## src/rtl/adc_seq_pkg.sv

```systemverilog
package adc_seq_pkg;
  localparam int CTRL_BITS = 8;
  localparam int RES_BITS  = 16;
  localparam int ENT_BITS  = 4;

  typedef enum logic [1:0] {ST_IDLE, ST_RUN, ST_WAIT_LO, ST_WAIT_HI} seq_st_e;
  typedef enum logic [1:0] {FK_SETUP, FK_CONV, FK_FLUSH} frame_kind_e;

  // start, address[2:0], spare, single-ended, power code[1:0]
  function automatic logic [CTRL_BITS-1:0] mk_ctrl(logic [ENT_BITS-1:0] ent, logic [1:0] pd);
    return {1'b1, ent[3:1], 1'b0, ent[0], pd};
  endfunction
endpackage

```

## src/rtl/adc_seq_divider.sv

```systemverilog
module adc_seq_divider #(
  parameter int DIV_W = 8
) (
  input  logic             clk_i,
  input  logic             rst_ni,
  input  logic             clr_i,
  input  logic [DIV_W-1:0] div_i,
  output logic             tick_o
);
  logic [DIV_W-1:0] cnt_q;

  always_ff @(posedge clk_i or negedge rst_ni) begin
    if (!rst_ni)                         cnt_q <= '0;
    else if (clr_i || cnt_q == div_i)    cnt_q <= '0;
    else                                 cnt_q <= cnt_q + 1'b1;
  end

  assign tick_o = !clr_i && (cnt_q == div_i);

  assert_half_period_min_R2: assert property (@(posedge clk_i) disable iff (!rst_ni)
    (tick_o && div_i != '0) |=> !tick_o);
endmodule

```

## src/rtl/adc_seq_cmd.sv

```systemverilog
module adc_seq_cmd
  import adc_seq_pkg::*;
#(
  parameter int N_ENT = 8,
  parameter int TAG_W = 3,
  parameter int IDX_W = 5
) (
  input  logic [N_ENT*ENT_BITS-1:0] list_i,
  input  logic [TAG_W-1:0]          ptr_i,
  input  frame_kind_e               kind_i,
  input  logic [IDX_W-1:0]          idx_i,
  input  logic                      active_i,
  input  logic                      int_i,
  input  logic                      auto_pd_i,
  input  logic                      long_i,
  output logic                      din_o,
  output logic [IDX_W-1:0]          frame_last_o
);
  localparam logic [IDX_W-1:0] L_CTRL  = IDX_W'(CTRL_BITS);
  localparam logic [IDX_W-1:0] L_FLUSH = IDX_W'(CTRL_BITS-1);
  localparam logic [IDX_W-1:0] L_SHORT = IDX_W'(3*CTRL_BITS-1);
  localparam logic [IDX_W-1:0] L_LONG  = IDX_W'(4*CTRL_BITS-1);
  localparam logic [2:0]       L_MSB   = 3'(CTRL_BITS-1);

  logic [ENT_BITS-1:0]  ent;
  logic [1:0]           pd;
  logic [CTRL_BITS-1:0] ctrl;

  assign ent  = list_i[ptr_i*ENT_BITS +: ENT_BITS];
  assign pd   = (kind_i == FK_SETUP || !auto_pd_i) ? {1'b1, !int_i} : 2'b00;
  assign ctrl = mk_ctrl(ent, pd);

  always_comb begin
    din_o = 1'b0;
    if (active_i && kind_i != FK_FLUSH && idx_i < L_CTRL)
      din_o = ctrl[L_MSB - idx_i[2:0]];
  end

  always_comb begin
    if (kind_i == FK_FLUSH) frame_last_o = L_FLUSH;
    else if (long_i)        frame_last_o = L_LONG;
    else                    frame_last_o = L_SHORT;
  end
endmodule

```

## src/rtl/adc_seq_rx.sv

```systemverilog
module adc_seq_rx #(
  parameter int RES_W = 16,
  parameter int TAG_W = 3
) (
  input  logic             clk_i,
  input  logic             rst_ni,
  input  logic             shift_i,
  input  logic             bit_i,
  input  logic             deliver_i,
  input  logic             keep_i,
  input  logic [TAG_W-1:0] tag_i,
  output logic [RES_W-1:0] result_o,
  output logic [TAG_W-1:0] tag_o,
  output logic             valid_o
);
  logic [RES_W-2:0] sr_q;

  always_ff @(posedge clk_i or negedge rst_ni) begin
    if (!rst_ni) begin
      sr_q     <= '0;
      result_o <= '0;
      tag_o    <= '0;
      valid_o  <= 1'b0;
    end else begin
      valid_o <= 1'b0;
      if (shift_i) sr_q <= {sr_q[RES_W-3:0], bit_i};
      if (deliver_i) begin
        result_o <= {sr_q, bit_i};
        tag_o    <= tag_i;
        valid_o  <= keep_i;
      end
    end
  end

  assert_valid_single_R11: assert property (@(posedge clk_i) disable iff (!rst_ni)
    valid_o |=> !valid_o);
endmodule

```

## src/rtl/adc_seq_top.sv

```systemverilog
module adc_seq_top
  import adc_seq_pkg::*;
#(
  parameter int  DIV_W  = 8,
  parameter int  N_ENT  = 8,
  localparam int TAG_W  = (N_ENT > 1) ? $clog2(N_ENT) : 1,
  localparam int LIST_W = N_ENT * ENT_BITS
) (
  input  logic                clk_i,
  input  logic                rst_ni,
  input  logic                start_i,
  input  logic [DIV_W-1:0]    div_i,
  input  logic                long_frame_i,
  input  logic                int_clk_i,
  input  logic                auto_pd_i,
  input  logic [TAG_W-1:0]    last_idx_i,
  input  logic [LIST_W-1:0]   list_i,
  output logic                cs_no,
  output logic                dclk_o,
  output logic                din_o,
  input  logic                dout_i,
  input  logic                busy_i,
  output logic [RES_BITS-1:0] result_o,
  output logic [TAG_W-1:0]    tag_o,
  output logic                valid_o
);
  localparam int IDX_W = $clog2(4*CTRL_BITS);
  localparam logic [IDX_W-1:0] L_CTRL_LAST = IDX_W'(CTRL_BITS-1);
  localparam logic [IDX_W-1:0] L_SAMP_LO   = IDX_W'(CTRL_BITS+1);
  localparam logic [IDX_W-1:0] L_SAMP_HI_L = IDX_W'(CTRL_BITS+RES_BITS);
  localparam logic [IDX_W-1:0] L_SAMP_HI_S = IDX_W'(CTRL_BITS+RES_BITS-1);

  seq_st_e          st_q;
  frame_kind_e      kind_q;
  logic [TAG_W-1:0] ptr_q, last_q, pend_tag_q;
  logic [IDX_W-1:0] idx_q, frame_last;
  logic             hi_q, cs_n_q, pend_q, pend_keep_q;
  logic [DIV_W-1:0] div_q;
  logic             long_q, int_q, auto_q;
  logic [LIST_W-1:0] list_q;
  logic             mode_ok_q, mode_int_q;
  logic             busy_meta_q, busy_s_q;
  logic             tick, rise, in_win, shift, deliver, keep;
  logic [TAG_W-1:0] rx_tag;

  always_ff @(posedge clk_i or negedge rst_ni) begin
    if (!rst_ni) begin
      busy_meta_q <= 1'b1;
      busy_s_q    <= 1'b1;
    end else begin
      busy_meta_q <= busy_i;
      busy_s_q    <= busy_meta_q;
    end
  end

  adc_seq_divider #(.DIV_W(DIV_W)) u_div (
    .clk_i  (clk_i),
    .rst_ni (rst_ni),
    .clr_i  (st_q != ST_RUN),
    .div_i  (div_q),
    .tick_o (tick)
  );

  adc_seq_cmd #(.N_ENT(N_ENT), .TAG_W(TAG_W), .IDX_W(IDX_W)) u_cmd (
    .list_i       (list_q),
    .ptr_i        (ptr_q),
    .kind_i       (kind_q),
    .idx_i        (idx_q),
    .active_i     (st_q != ST_IDLE),
    .int_i        (int_q),
    .auto_pd_i    (auto_q),
    .long_i       (long_q),
    .din_o        (din_o),
    .frame_last_o (frame_last)
  );

  // sampling on rising serial-clock edges
  assign rise    = (st_q == ST_RUN) && tick && !hi_q;
  assign in_win  = kind_q != FK_FLUSH && idx_q >= L_SAMP_LO &&
                   idx_q <= (long_q ? L_SAMP_HI_L : L_SAMP_HI_S);
  assign shift   = rise && (in_win || (idx_q == '0 && pend_q));
  assign deliver = rise && ((long_q && kind_q != FK_FLUSH && idx_q == L_SAMP_HI_L) ||
                            (idx_q == '0 && pend_q));
  assign keep    = pend_q ? pend_keep_q : (kind_q == FK_CONV);
  assign rx_tag  = pend_q ? pend_tag_q : ptr_q;

  adc_seq_rx #(.RES_W(RES_BITS), .TAG_W(TAG_W)) u_rx (
    .clk_i     (clk_i),
    .rst_ni    (rst_ni),
    .shift_i   (shift),
    .bit_i     (dout_i),
    .deliver_i (deliver),
    .keep_i    (keep),
    .tag_i     (rx_tag),
    .result_o  (result_o),
    .tag_o     (tag_o),
    .valid_o   (valid_o)
  );

  always_ff @(posedge clk_i or negedge rst_ni) begin
    if (!rst_ni) begin
      st_q        <= ST_IDLE;
      kind_q      <= FK_CONV;
      ptr_q       <= '0;
      idx_q       <= '0;
      hi_q        <= 1'b0;
      cs_n_q      <= 1'b1;
      pend_q      <= 1'b0;
      pend_keep_q <= 1'b0;
      pend_tag_q  <= '0;
      div_q       <= '0;
      long_q      <= 1'b1;
      int_q       <= 1'b0;
      auto_q      <= 1'b0;
      last_q      <= '0;
      list_q      <= '0;
      mode_ok_q   <= 1'b0;
      mode_int_q  <= 1'b0;
    end else begin
      unique case (st_q)
        ST_IDLE: if (start_i) begin
          div_q      <= div_i;
          long_q     <= long_frame_i | int_clk_i;
          int_q      <= int_clk_i;
          auto_q     <= auto_pd_i;
          last_q     <= last_idx_i;
          list_q     <= list_i;
          kind_q     <= (!mode_ok_q || mode_int_q != int_clk_i) ? FK_SETUP : FK_CONV;
          mode_ok_q  <= 1'b1;
          mode_int_q <= int_clk_i;
          ptr_q      <= '0;
          idx_q      <= '0;
          hi_q       <= 1'b0;
          pend_q     <= 1'b0;
          cs_n_q     <= 1'b0;
          st_q       <= ST_RUN;
        end
        ST_RUN: if (tick) begin
          if (!hi_q) begin
            hi_q <= 1'b1;
            if (idx_q == '0) pend_q <= 1'b0;
          end else begin
            hi_q <= 1'b0;
            if (idx_q == frame_last) begin
              idx_q <= '0;
              if (!long_q && kind_q != FK_FLUSH) begin
                pend_q      <= 1'b1;
                pend_keep_q <= (kind_q == FK_CONV);
                pend_tag_q  <= ptr_q;
              end
              unique case (kind_q)
                FK_SETUP: begin
                  kind_q <= FK_CONV;
                  ptr_q  <= '0;
                end
                FK_CONV: begin
                  if (ptr_q != last_q) ptr_q <= ptr_q + 1'b1;
                  else if (!long_q)    kind_q <= FK_FLUSH;
                  else begin
                    st_q   <= ST_IDLE;
                    cs_n_q <= 1'b1;
                  end
                end
                default: begin
                  st_q   <= ST_IDLE;
                  cs_n_q <= 1'b1;
                end
              endcase
            end else begin
              idx_q <= idx_q + 1'b1;
              if (int_q && kind_q != FK_FLUSH && idx_q == L_CTRL_LAST) st_q <= ST_WAIT_LO;
            end
          end
        end
        ST_WAIT_LO: if (!busy_s_q) st_q <= ST_WAIT_HI;
        ST_WAIT_HI: if (busy_s_q)  st_q <= ST_RUN;
        default: st_q <= ST_IDLE;
      endcase
    end
  end

  assign cs_no  = cs_n_q;
  assign dclk_o = hi_q;

  assert_idle_pins_R12: assert property (@(posedge clk_i) disable iff (!rst_ni)
    (st_q == ST_IDLE) |-> (cs_no && !dclk_o));
  assert_park_low_R6: assert property (@(posedge clk_i) disable iff (!rst_ni)
    (st_q == ST_WAIT_LO || st_q == ST_WAIT_HI) |-> (!dclk_o && !cs_no));
  assert_din_setup_R3: assert property (@(posedge clk_i) disable iff (!rst_ni)
    $rose(dclk_o) |-> $stable(din_o));
  assert_cfg_frozen_R10: assert property (@(posedge clk_i) disable iff (!rst_ni)
    (st_q != ST_IDLE) |=> ($stable(list_q) && $stable(last_q) && $stable(div_q)));
  assert_ptr_range_R9: assert property (@(posedge clk_i) disable iff (!rst_ni)
    (st_q != ST_IDLE) |-> (ptr_q <= last_q));
endmodule

```

## config.mk

```make
export PLATFORM = sky130hd
export DESIGN_NAME = adc_seq_top
export DESIGN_NICKNAME = d
export VERILOG_FILES = /design/src/rtl/adc_seq_pkg.sv /design/src/rtl/adc_seq_divider.sv /design/src/rtl/adc_seq_cmd.sv /design/src/rtl/adc_seq_rx.sv /design/src/rtl/adc_seq_top.sv
export SDC_FILE = /design/constraint.sdc
export NUM_CORES = 1
export LEC_CHECK = 0
export BUFFER_PORTS_ARGS = -buffer_cell sky130_fd_sc_hd__buf_2
export CAP_MARGIN = 30
export CELL_PAD_IN_SITES_DETAIL_PLACEMENT = 0
export CELL_PAD_IN_SITES_GLOBAL_PLACEMENT = 1
export CORE_MARGIN = 4
export CORE_UTILIZATION = 25
export CTS_CLUSTER_DIAMETER = 60
export CTS_CLUSTER_SIZE = 40
export DETAILED_ROUTE_END_ITERATION = 10
export PLACE_DENSITY_LB_ADDON = 0.1
export SYNTH_ARGS = -nofsm -noshare
export SYNTH_HDL_FRONTEND = slang
export SYNTH_HIERARCHICAL = 1
export SYNTH_SLANG_ARGS = --single-unit
```

## constraint.sdc

```tcl
create_clock -name clk_i -period 2.7 [get_ports clk_i]
set_input_delay 0.27 -clock clk_i [delete_from_list [all_inputs] [get_ports clk_i]]
set_output_delay 0.27 -clock clk_i [all_outputs]
set_load 0.1 [all_outputs]
```

== Word level (Yosys, flattened, before mapping) ==
Index checks and enable logic that the tools add are counted.

* Register bits after elaboration: 111
* Input port bits: 51
* Output and inout port bits: 23
* Logic and storage cells: 165

* $add $sub $neg: 4
* Equal/unequal tests: 32
* Bitwise gates (word level): 1
* Muxes and demuxes: 60
* Reductions and logical operators: 40
* Shifts and indexed selects: 1
* Order comparisons: 4

{| class="wikitable"
|+ Operators by type and width
! cell !! number
|-
| $mux 2 || 16
|-
| $shiftx 32x6->4 || 1
|-
| $mux 5 || 5
|-
| $mux 1 || 18
|-
| $mux 3 || 6
|-
| $reduce_and 8->1 || 2
|-
| $logic_and 1x1->1 || 15
|-
| $ne 2x2->1 const B || 7
|-
| $ne 3x2->1 const B || 4
|-
| $ne 3x3->1 const B || 4
|-
| $pmux 2 s2 || 3
|-
| $pmux 3 s2 || 2
|-
| $pmux 5 s2 || 1
|-
| $reduce_and 9->1 || 1
|-
| $add 8x1->8 const B || 1
|-
| $eq 8x8->1 || 1
|-
| $mux 4 || 2
|-
| $mux 8 || 1
|-
| $ne 4x4->1 const B || 2
|-
| $pmux 1 s2 || 4
|-
| $pmux 2 s4 || 1
|-
| $reduce_and 7->1 || 1
|-
| $eq 2x2->1 const B || 3
|-
| $logic_not 1->1 || 6
|-
| other kinds (26) || 35
|}

== Longest topological paths before layout ==
* Depth after elaboration: 8
* Gate-level depth with buffers: 12
* Mapped depth without buffers: 9

== Hierarchy ==
The synthesis kept the hierarchy.

{| class="wikitable"
|+ By module, submodules not included
! module !! times used !! sequential area each (µm²) !! area an instance (µm²) !! cells an instance
|-
| adc_seq_top || 1 || 1707.9 || 3289.4 || 264
|-
| adc_seq_rx || 1 || 875.8 || 1343.8 || 74
|-
| adc_seq_divider || 1 || 200.2 || 524.3 || 46
|-
| adc_seq_cmd || 1 || 0.0 || 399.1 || 42
|}

== Least setup slack after synthesis ==
OpenSTA, ideal clock, no wires.

* Path type: reg2out
* Start: register ptr_q[0]
* End: output port din_o
* Setup slack: -0.649 ns
* Data arrival time: 3.079 ns
* Data required time: 2.430 ns
* Buffers on the path: 1
* Stages on the path, launching flop included: 6
* Cells stage by stage: dfrtp_1 -> buf_6 -> mux2_2 -> o211ai_1 -> o311a_1 -> a2111oi_2

* Longest elaborated chain between the ends: 4

{| class="wikitable"
|+ RTL lines
! item !! RTL line !! source
|-
| from (decl) || adc_seq_top.sv:35 || <nowiki>logic [TAG_W-1:0] ptr_q, last_q, pend_tag_q;</nowiki>
|-
| from (signal assigned) || adc_seq_top.sv:157 || <nowiki>if (ptr_q != last_q) ptr_q <= ptr_q + 1'b1;</nowiki>
|-
| $shiftx 32x6->4 || adc_seq_cmd.sv:29 || <nowiki>assign ent = list_i[ptr_i*ENT_BITS +: ENT_BITS];</nowiki>
|-
| $bmux 1 s3 || adc_seq_cmd.sv:36 || <nowiki>din_o = ctrl[L_MSB - idx_i[2:0]];</nowiki>
|-
| $mux 1 (not written as such) || adc_seq_cmd.sv:36 ||
|-
| $mux 1 || adc_seq_cmd.sv:35 || <nowiki>if (active_i && kind_i != FK_FLUSH && idx_i < L_CTRL)</nowiki>
|-
| to (decl) || adc_seq_top.sv:20 || <nowiki>output logic din_o,</nowiki>
|}

No other way between the ends. The select of a mux whose other input is x is not followed.

== Worst setup path after layout ==
* Start: register div_q[1]
* End: register u_rx.result_o[14]

* Longest elaborated chain between the ends: 5

{| class="wikitable"
|+ RTL lines
! item !! RTL line !! source
|-
| from (decl) || adc_seq_top.sv:38 || <nowiki>logic [DIV_W-1:0] div_q;</nowiki>
|-
| from (signal assigned) || adc_seq_top.sv:122 || <nowiki>div_q <= div_i;</nowiki>
|-
| $eq 8x8->1 || adc_seq_divider.sv:18 || <nowiki>assign tick_o = !clr_i && (cnt_q == div_i);</nowiki>
|-
| $logic_and 1x1->1 || adc_seq_divider.sv:18 ||
|-
| named net tick || adc_seq_top.sv:43 || <nowiki>logic tick, rise, in_win, shift, deliver, keep;</nowiki>
|-
| $logic_and 1x1->1 (2 in a row) || adc_seq_top.sv:78 || <nowiki>assign rise = (st_q == ST_RUN) && tick && !hi_q;</nowiki>
|-
| $logic_and 1x1->1 || adc_seq_top.sv:82 || <nowiki>assign deliver = rise && ((long_q && kind_q != FK_FLUSH && idx_q == L_SAMP_HI_L) ||</nowiki>
|-
| named net deliver || adc_seq_top.sv:43 ||
|-
| to (signal assigned) || adc_seq_rx.sv:28 || <nowiki>result_o <= {sr_q, bit_i};</nowiki>
|-
| to (decl) || adc_seq_rx.sv:12 || <nowiki>output logic [RES_W-1:0] result_o,</nowiki>
|}

The timed path passes the listed nets, and every way through them passes these cells.
A chain may end at the register's enable or synchronous reset.

==> flow_summary.ini <==
[global_route]
grt_pass1_wl_um = 21690
grt_usage_pct = 11.25
grt_pass1_vias = 3961
grt_max_degree = 50
grt_overflow = 0
antenna_found_initial = 0

[sta]
max_freq_mhz = 376.0
layout_setup_ws_ns = 0.04058
slew_headroom_pct = 54.73
grt_setup_unrepaired = true
setup-violations-final = 0
skew_ns = 0.01564
fin_crit_ns = 2.659
drv_slew = 0
fin_crit_sh_pct = 98.50
hold_viol = 0
tightest_slew_ns = 0.6791

[critical_path]
critical_path_class = reg2reg
end_kind = register
arrival_ns = 2.90
slowest_delay_ns = 0.53
r2r_end = u_rx/result_o[14]
rr_worst_depth = 9
required_ns = 2.94
critPathLaunchType = register
crit_fanout = 5
reg2reg_from = div_q[1]
cp_num_buf_inv = 2
crit_chain = xor2_2 -> nor4_4 -> and3b_2 -> nand2_4 -> or4b_4 -> a21oi_4 -> buf_12 -> clkbuf_16 -> mux2_2
path_delay_family = simple AND/OR/NAND/NOR gates
cp_slowest_cell = or4b_4
rrSetupSlack_ns = 0.04

[placement]
dp.cells = 780
dp_hpwl_um = 9458
place_ws_ns = 0.09526
gp_congestion = 0.7027
io_buffers = 73

[min_path]
hold_class = in2reg
hold_path_depth = 2
hold_start = list_i[23]
holdPathEnd = list_q[23]

[cts]
clock_latency_ns = 0.37
clock-sinks = 111
cts_tree = yes
cts_buffers = 9
clk_pin_slew_ns = 0.08
cts_max_level = 3
root_buffer = clkbuf_16
cts_max_path_buffers = 2

[detailed_routing]
route.detailed.drc = 0
routed_wl_um = 13540
drt-initial-drc-count = 122
vias = 3674
dr.pass1.iters = 4
wl_per_cell_um = 16.82
vias_per_cell = 4.564
postRouteAntennaNets = 0

[yosys]
synthArstFlopShare_pct = 100.0
synth.avg_cell_area_um2 = 13.04
syn_area_um2 = 5557
synth_cell_types = 69
yosys_warnings = 6
synthCells = 426
synth-seq-cells = 111
ys_seq_area_share_pct = 50.10
synthFlopType = dfrtp_1
synth_edf_count = 0

[final_layout]
finalNetCount = 585
stdcell_count = 805
mostFrequentLayoutCells = dfrtp_1 (105), buf_2 (71), mux2_2 (70)
final_common_cell = dfrtp_1
drive_gt1_share_pct = 44.95
syn_to_final_growth_pct = 23.98
num_antenna_cells = 0
fin_util_pct = 31.57

[floorplanning]
initial_core_util_pct = 25.46
floorplan.die_area_um2 = 24680
die_h_um = 157.1
rows = 54
core_area_um2 = 21820
die_w_um = 157.1
ioPinCount = 74

[pwr]
power.density_nw_per_um2 = 880.8
ir_drop_v = 0.0003044
leakage_nw = 3.090

[job]
drv_cap = 0

[run_status]
status = complete, no violations
report_power, final:
group / internal (mW) / total, mW / leakage, nW / switching, mW
Clock: 0.683 / 1.38 / 0.150 / 0.701
Combinational: 1.09 / 2.25 / 1.52 / 1.16
Sequential: 2.10 / 2.43 / 1.42 / 0.327
Total: 3.88 / 6.07 / 3.09 / 2.19
how the worst max path moves through the flow:
stage | to | from | cells past startpoint | slack [ns]
2_1_floorplan | u_rx/result_o[0] | u_div/cnt_q[3] | 9 | -0.009
3_3_place_gp | u_rx/sr_q[3] | u_div/cnt_q[5] | 9 | 0.1
5_1_grt | u_rx/result_o[6] | div_q[1] | 9 | -0.03
4_1_cts | din_o | ptr_q[0] | 6 | 0.01
6_report | u_rx/result_o[14] | div_q[1] | 9 | 0.04
3_5_place_dp | u_rx/sr_q[0] | u_div/cnt_q[5] | 9 | 0.1
layout make-up:
type / count / area (µm²)
clock buffer: 10 / 239.0
timing repair buffer: 104 / 729.5
clock inverter: 6 / 67.56
inverter: 11 / 41.29
multi-input combinational: 283 / 2676
fill: 2219 / 14930
tap: 280 / 350.3
sequential: 111 / 2785
per-layer routing:
layer  vias up  share of wire (%)  global-route usage (%)
li1       1732                  -                       -
met1      1870                 47                   15.26
met2        57                 48                   17.93
met3        15                3.4                   3.024
met4         0                1.5                   2.950
met5         -                  0                       0
synthesized netlist by cell type (all sizes together) (6+ instances only):
library cell	instances	area, µm²
a211oi	6	45.04
xnor2	10	113.9
dfrtp	106	2653
mux2	89	1040
nor2b	6	37.54
a21oi	8	40.04
mux2i	6	60.06
nand2	17	66.32
clkbuf	6	26.27
buf	17	137.6
nand2b	8	57.55
nor2	11	51.30
o21ai	17	85.08
nand3	11	60.06
ha	14	175.2
inv	11	41.29
xor2	10	95.10
cells by family after synthesis:
| family | after synthesis | share of synthesized area [%] |
|---|---|---|
| other | 1 | 0.06749 |
| AOI/OAI and AO/OA | 65 | 8.399 |
| and+or+nand+nor | 81 | 8.737 |
| muxes | 100 | 22.09 |
| DFF | 111 | 50.10 |
| xor gates and xnor gates | 20 | 3.761 |
| buffers and inverters | 34 | 3.693 |
| adders and majority gates | 14 | 3.152 |
worst reg2reg max path: stages, from the launching register on:
cell,delay [ns]
dfrtp_1,0.41
xor2_2,0.20
nor4_4,0.31
and3b_2,0.26
nand2_4,0.06
or4b_4,0.53
a21oi_4,0.16
buf_12,0.14
clkbuf_16,0.15
mux2_2,0.32
timing repair:
action | in CTS | in global routing
gates resized for setup | 0 | 17
setup endpoints to repair | 0 | 34
endpoints found under the hold margin | 46 | 0
buffers inserted | 0 | 4
hold buffers | 2 | 0
through the flow:
| stage | hold WS [ns] | total power, mW | area (µm²) | setup TNS [ns] |
|---|---|---|---|---|
| 2_1_floorplan | -0.02559 | 4.053 | 5590 | -0.09877 |
| 3_3_place_gp | 0.3466 | 4.696 | 6381 | 0 |
| 3_5_place_dp | 0.3526 | 4.721 | 6381 | 0 |
| 4_1_cts | 0.1152 | 6.153 | 6708 | 0 |
| 5_1_grt | 0.1145 | 6.507 | 6889 | -0.2882 |
| 6_report | 0.1301 | 6.068 | 6889 | 0 |
registers in the layout, summed over array words and instances (netlist names), 2 cells and up:
signal and flops:
list_q 32, u_rx/result_o 16, u_rx/sr_q 15, div_q 8, u_div/cnt_q 8, idx_q 5
last_q 3, pend_tag_q 3, ptr_q 3, u_rx/tag_o 3, kind_q 2, st_q 2
Note: power is estimated with default switching activity, not from simulation.
